==> src/rtl/rtcPkg.sv <==
package rtcPkg;
  localparam int IDX_W       = 4;
  localparam int CLK_BYTES   = 10;
  localparam int IDX_MAX     = 13;
  localparam int IDX_STAT_A  = 10;
  localparam int IDX_STAT_B  = 11;
  localparam logic [7:0] STAT_A_INIT  = 8'h26;
  localparam logic [7:0] STAT_B_INIT  = 8'h46;
  localparam logic [7:0] STAT_B_FREE  = 8'h48; // periodic + square-wave enables
  localparam logic [7:0] STAT_B_FIXED = 8'h06; // binary + 24-hour
  localparam int UIP_BIT     = 7;
  localparam int PIE_BIT     = 6;

  typedef enum logic [2:0] {
    RD_NONE, RD_ZERO, RD_CLK, RD_STAT_A, RD_STAT_B
  } rdSel_t;

  typedef struct packed {
    logic   idxLoad;
    logic   clkWr;
    logic   statAWr;
    logic   statBWr;
    logic   badWrite;
    rdSel_t rdSel;
  } ctlStrobes_t;
endpackage

==> src/rtl/rtcCtl.sv <==
module rtcCtl
  import rtcPkg::*;
(
  input  logic             wrEn,
  input  logic             rdEn,
  input  logic             selData,
  input  logic [7:0]       wrData,
  input  logic [IDX_W-1:0] curIdx,
  output ctlStrobes_t      strobes
);
  logic idxOk, isClk, isA, isB, aOk, bOk, dataWr, idxWr;

  always_comb begin
    idxWr  = wrEn && !selData;
    dataWr = wrEn && selData;
    idxOk  = wrData <= 8'(IDX_MAX);
    isClk  = int'(curIdx) < CLK_BYTES;
    isA    = int'(curIdx) == IDX_STAT_A;
    isB    = int'(curIdx) == IDX_STAT_B;
    aOk    = wrData == STAT_A_INIT;
    bOk    = (wrData & ~STAT_B_FREE) == STAT_B_FIXED;

    strobes          = '0;
    strobes.idxLoad  = idxWr && idxOk;
    strobes.clkWr    = dataWr && isClk;
    strobes.statAWr  = dataWr && isA && aOk;
    strobes.statBWr  = dataWr && isB && bOk;
    strobes.badWrite = (idxWr && !idxOk)
                     || (dataWr && isA && !aOk)
                     || (dataWr && isB && !bOk)
                     || (dataWr && !isClk && !isA && !isB);
    if (!rdEn)        strobes.rdSel = RD_NONE;
    else if (!selData) strobes.rdSel = RD_ZERO;
    else if (isClk)   strobes.rdSel = RD_CLK;
    else if (isA)     strobes.rdSel = RD_STAT_A;
    else if (isB)     strobes.rdSel = RD_STAT_B;
    else              strobes.rdSel = RD_ZERO;
  end
endmodule

==> src/rtl/rtcPeriodicTimer.sv <==
module rtcPeriodicTimer #(
  parameter int INTERVAL = 1000
) (
  input  logic clk,
  input  logic rstN,
  input  logic enable,
  output logic irqPulse
);
  localparam int CNT_W = (INTERVAL > 1) ? $clog2(INTERVAL) : 1;
  localparam logic [CNT_W-1:0] LAST = CNT_W'(INTERVAL - 1);

  logic [CNT_W-1:0] cnt;

  always_ff @(posedge clk) begin
    if (!rstN) begin
      cnt      <= '0;
      irqPulse <= 1'b0;
    end else if (!enable) begin
      cnt      <= '0;
      irqPulse <= 1'b0;
    end else if (cnt == LAST) begin
      cnt      <= '0;
      irqPulse <= 1'b1;
    end else begin
      cnt      <= cnt + 1'b1;
      irqPulse <= 1'b0;
    end
  end

  AST_IRQ_NEEDS_EN: assert property (@(posedge clk) disable iff (!rstN)
    irqPulse |-> $past(enable));

  generate
    if (INTERVAL > 1) begin : gSpacing
      AST_IRQ_SINGLE: assert property (@(posedge clk) disable iff (!rstN)
        irqPulse |=> !irqPulse);
    end
  endgenerate
endmodule

==> src/rtl/rtcDatapath.sv <==
module rtcDatapath
  import rtcPkg::*;
#(
  parameter int INTERVAL = 1000
) (
  input  logic             clk,
  input  logic             rstN,
  input  logic             selData,
  input  logic             wrEn,
  input  logic [7:0]       wrData,
  input  ctlStrobes_t      strobes,
  output logic [IDX_W-1:0] curIdx,
  output logic [7:0]       rdData,
  output logic             irqPulse,
  output logic             errPulse
);
  logic [7:0] clkMem [CLK_BYTES];
  logic [7:0] statA, statB, statAFlip;

  assign statAFlip = statA ^ (8'h1 << UIP_BIT);

  always_ff @(posedge clk) begin
    if (!rstN) begin
      curIdx   <= '0;
      statA    <= STAT_A_INIT;
      statB    <= STAT_B_INIT;
      rdData   <= '0;
      errPulse <= 1'b0;
    end else begin
      errPulse <= strobes.badWrite;
      if (strobes.idxLoad) curIdx <= wrData[IDX_W-1:0];
      if (strobes.statBWr) statB <= wrData;
      if (strobes.statAWr) statA <= wrData;
      else if (strobes.rdSel == RD_STAT_A) statA <= statAFlip;
      case (strobes.rdSel)
        RD_ZERO:   rdData <= '0;
        RD_CLK:    rdData <= clkMem[curIdx];
        RD_STAT_A: rdData <= statAFlip;
        RD_STAT_B: rdData <= statB;
        default:   rdData <= rdData;
      endcase
    end
  end

  generate
    for (genvar i = 0; i < CLK_BYTES; i++) begin : gClk
      always_ff @(posedge clk) begin
        if (!rstN) clkMem[i] <= '0;
        else if (strobes.clkWr && int'(curIdx) == i) clkMem[i] <= wrData;
      end
    end
  endgenerate

  rtcPeriodicTimer #(.INTERVAL(INTERVAL)) timer_i (
    .clk(clk), .rstN(rstN), .enable(statB[PIE_BIT]), .irqPulse(irqPulse)
  );

  AST_IDX_RANGE: assert property (@(posedge clk) disable iff (!rstN)
    int'(curIdx) <= IDX_MAX);
  AST_IDX_HOLD: assert property (@(posedge clk) disable iff (!rstN)
    (wrEn && !selData && wrData > 8'(IDX_MAX)) |=> $stable(curIdx));
  AST_STAT_B_LEGAL: assert property (@(posedge clk) disable iff (!rstN)
    (statB & ~STAT_B_FREE) == STAT_B_FIXED);
  AST_STAT_A_QUIET: assert property (@(posedge clk) disable iff (!rstN)
    (!strobes.statAWr && strobes.rdSel != RD_STAT_A) |=> $stable(statA));
endmodule

==> src/rtl/rtcRegPort.sv <==
module rtcRegPort #(
  parameter int INTERVAL = 1000
) (
  input  logic       clk,
  input  logic       rstN,
  input  logic       wrEn,
  input  logic       rdEn,
  input  logic       selData,
  input  logic [7:0] wrData,
  output logic [7:0] rdData,
  output logic       irqPulse,
  output logic       errPulse
);
  import rtcPkg::*;

  ctlStrobes_t      strobes;
  logic [IDX_W-1:0] curIdx;

  rtcCtl ctl_i (
    .wrEn(wrEn), .rdEn(rdEn), .selData(selData), .wrData(wrData),
    .curIdx(curIdx), .strobes(strobes)
  );

  rtcDatapath #(.INTERVAL(INTERVAL)) dp_i (
    .clk(clk), .rstN(rstN), .selData(selData), .wrEn(wrEn), .wrData(wrData),
    .strobes(strobes), .curIdx(curIdx), .rdData(rdData),
    .irqPulse(irqPulse), .errPulse(errPulse)
  );
endmodule

==> config.mk <==
export PLATFORM = sky130hd
export DESIGN_NAME = rtcRegPort
export DESIGN_NICKNAME = d
export VERILOG_FILES = /design/src/rtl/rtcPkg.sv /design/src/rtl/rtcCtl.sv /design/src/rtl/rtcPeriodicTimer.sv /design/src/rtl/rtcDatapath.sv /design/src/rtl/rtcRegPort.sv
export SDC_FILE = /design/constraint.sdc
export NUM_CORES = 1
export LEC_CHECK = 0
export ABC_AREA = 1
export BUFFER_PORTS_ARGS = -buffer_cell sky130_fd_sc_hd__buf_2
export CORE_ASPECT_RATIO = 1.75
export CORE_MARGIN = 3
export CORE_UTILIZATION = 35
export DETAILED_ROUTE_END_ITERATION = 8
export GPL_TIMING_DRIVEN = 0
export HOLD_SLACK_MARGIN = 0.1
export SETUP_SLACK_MARGIN = 0.3
export SLEW_MARGIN = 20
export SYNTH_ARGS = -nofsm -noshare
export SYNTH_HDL_FRONTEND = slang
export SYNTH_SLANG_ARGS = --single-unit
export TNS_END_PERCENT = 100
==> constraint.sdc <==
create_clock -name clk -period 1.95 [get_ports clk]
set_input_delay 0.195 -clock clk [delete_from_list [all_inputs] [get_ports clk]]
set_output_delay 0.195 -clock clk [all_outputs]
set_load 0.02 [all_outputs]
==> flow_metrics.tcl <==
set metrics [dict create \
    clock_path_buffers 2 \
    max_freq_mhz 618 \
    grt_use_total_pct 17.4 \
    ys_ff_latch 124 \
    period_needed_ps 1620 \
    grt_max_degree 17 \
    n_antenna_cell 0 \
    start_util_pct 35.8 \
    final_cell_count_no_fill 885 \
    ff2ff_path_depth 6 \
    yosys_warnings 0 \
    grt_pass1_wl_mm 22.7 \
    cp.arrival_ps 1750 \
    synth_area_um2 5540 \
    grt_pass1_vias 4501 \
    die_area_um2 17400 \
    power_mw 6.27 \
    chipHeight_um 172 \
    hold_violations 0 \
    fin_ws_ps 332 \
    hold_slack_ps 142 \
    worst_pin_slew_ps 794 \
    core_area_um2 15500 \
    crit_fanout 8 \
    ir_worst_vdd_v 0.000777 \
    hp-start "wrData[3]" \
    fill_cells 1496 \
    power_density_nw_per_um2 904 \
    drive_gt1_share_pct 18.7 \
    htreeDepth 4 \
    vias 4492 \
    stdcell_area_um2 6930 \
    synth_cells 636 \
    path_clk_slew_ps 50 \
    rsz0062_at_grt "true" \
    syn_nets 650 \
    gr-total-overflow 0 \
    clock_latency_ps 410 \
    crit_path_end_kind "flop" \
    finalClockSkew_ps 5.73 \
    p_leak_nw 2.81 \
    cp-start-kind "flop" \
    final_common_cell "nand2_1" \
    synth.distinct_cells 32 \
    drv_slew 0 \
    path_class "reg2reg" \
    viasPerCell 5.08 \
    r2r_slack_ps 330 \
    io_pins 23 \
    cts.sinks 124 \
    fin_crit_sh_pct 83.0 \
    hp-class "in2reg" \
    dp_cells 844 \
    finalSetupViolCount 0 \
    nets 700 \
    place_area_um2 5890 \
    grt_antenna_before_repair 0 \
    place_congestion 0.988 \
    min_path_cells 3 \
    yosysSeqAreaShare_pct 59.3 \
    cap_violations 0 \
    min_delay_worst_endpoint "dp_i.statB[3]$_SDFFE_PN0P_" \
    dp_hpwl_mm 10.4 \
    syn_area_per_cell_um2 8.70 \
    tritoncts "yes" \
    ant_nets 0 \
    critPathRequiredTime_ps 2080 \
    layout_common_cells "nand2_1 (133), nor2_1 (123), edfxtp_1 (80), nand3_1 (73), inv_1 (53)" \
    slew-limit-headroom_pct 47.0 \
    dr.first_iter.drc_count 296 \
    die_x_um 101 \
    timing.rr.end "dp_i.clkMem[9][2]$_SDFFCE_PN0P_" \
    io_buffers 22 \
    drtPass1Iterations 5 \
    numCtsBuffers 17 \
    rows 60 \
    areaGrowthSynthToFinish_pct 25.2 \
    clockRootBuffer "clkbuf_16" \
    drc 0 \
    wl_mm 14.6 \
    pre_cts_slack_ps -282 \
    wl_per_cell_um 16.5 \
    outcome "finished clean" \
    reg2reg_from "dp_i.curIdx[2]$_SDFFE_PN0P_" \
]
registers in the layout, summed over array words and instances (netlist names), named ones only:
register and flops:
dp_i.timer_i.irqPulse 1, dp_i.statA 8, dp_i.clkMem 80, dp_i.timer_i.cnt 10, dp_i.curIdx 4, dp_i.errPulse 1, dp_i.rdData 8, dp_i.statB 8
critical path, stage by stage, from the launching register on:
cell,delay (ps)
dfxtp_4,380
nor2_4,110
nor2_4,50
nor2_4,230
nand3_4,190
o21ai_4,220
buf_12,150
kinds of logic (layout without fill, tap and decap cells):
group | after synthesis | in the layout | share of synthesized area (%)
simple gates | 380 | 380 | 29.9
xor+xnor | 5 | 5 | 0.791
fa+ha+maj | 1 | 1 | 0.226
compound gates | 35 | 35 | 3.35
flops | 124 | 124 | 59.3
buf+inv | 91 | 154 | 6.44
per-layer routing:
metal	GRT usage, %	part of all wire, %
met1	16.7	35
met2	31.8	53
met3	3.11	3.5
met4	13.4	7.8
met5	0	0
area by class of cell:
class                           count  area [um^2]  area share, %
Buffer                             22          129           1.86
Clock buffer                       20          437           6.30
Clock inverter                     12          123           1.77
Inverter                           69          269           3.88
Multi-Input combinational cell    421         2190           31.6
Sequential cell                   124         3290           47.5
Tap cell                          186          233           3.36
Timing Repair Buffer               31          255           3.68
synth_stat cells (all sizes together):
library cell,n,area share [%]
nand3b,3,0.41
o211ai,1,0.14
a21oi,17,1.5
edfxtp,80,43
nand4,8,1.0
buf,14,1.2
nor4,1,0.11
a211oi,1,0.14
o21ai,14,1.3
ha,1,0.23
or2,3,0.34
dfxtp,44,16
nand3,86,8.4
inv,64,4.3
nor3,10,0.99
o31ai,2,0.27
and2,1,0.11
xnor2,2,0.32
nand2,137,9.3
clkbuf,8,0.54
nor2,131,9.2
clkinv,5,0.34
xor2,3,0.47
through the flow:
stage,utilization [%],setup TNS (ps)
after floorplan,-,0
after global placement,38.1,-6300
after detailed placement,38.1,-7990
after CTS,43.6,0
after global routing,44.8,0
final,44.8,0
worst max-delay path by stage:
stage                                startpoint                         endpoint  slack (ps)  cells after the start
detailed placement  dp_i.curIdx[2]$_SDFFE_PN0P_  dp_i.clkMem[3][0]$_SDFFCE_PN0P_        -280                      3
global route        dp_i.curIdx[2]$_SDFFE_PN0P_  dp_i.clkMem[5][2]$_SDFFCE_PN0P_         260                      5
CTS                 dp_i.curIdx[0]$_SDFFE_PN0P_       dp_i.statB[0]$_SDFFE_PN0P_         300                      9
global placement    dp_i.curIdx[2]$_SDFFE_PN0P_  dp_i.clkMem[3][5]$_SDFFCE_PN0P_        -230                      3
finish              dp_i.curIdx[2]$_SDFFE_PN0P_  dp_i.clkMem[9][2]$_SDFFCE_PN0P_         330                      6
floorplan           dp_i.curIdx[2]$_SDFFE_PN0P_  dp_i.clkMem[3][0]$_SDFFCE_PN0P_         110                      3
what timing repair did:
action / in CTS / in global routing
endpoints found under the hold margin: 1 / 0
buffers inserted: 6 / 2
endpoints found under the setup margin: 113 / 168
pin swaps: 9 / 11
hold buffers: 1 / 0
gates resized for setup: 35 / 52
power by group:
group | internal (mW) | switching, mW | total (mW) | leakage [nW]
Clock | 1.87 | 1.14 | 3.01 | 0.264
Sequential | 2.87 | 0.0306 | 2.90 | 1.19
Combinational | 0.115 | 0.249 | 0.364 | 1.36
No activity file was read; power rests on OpenSTA's default activity.
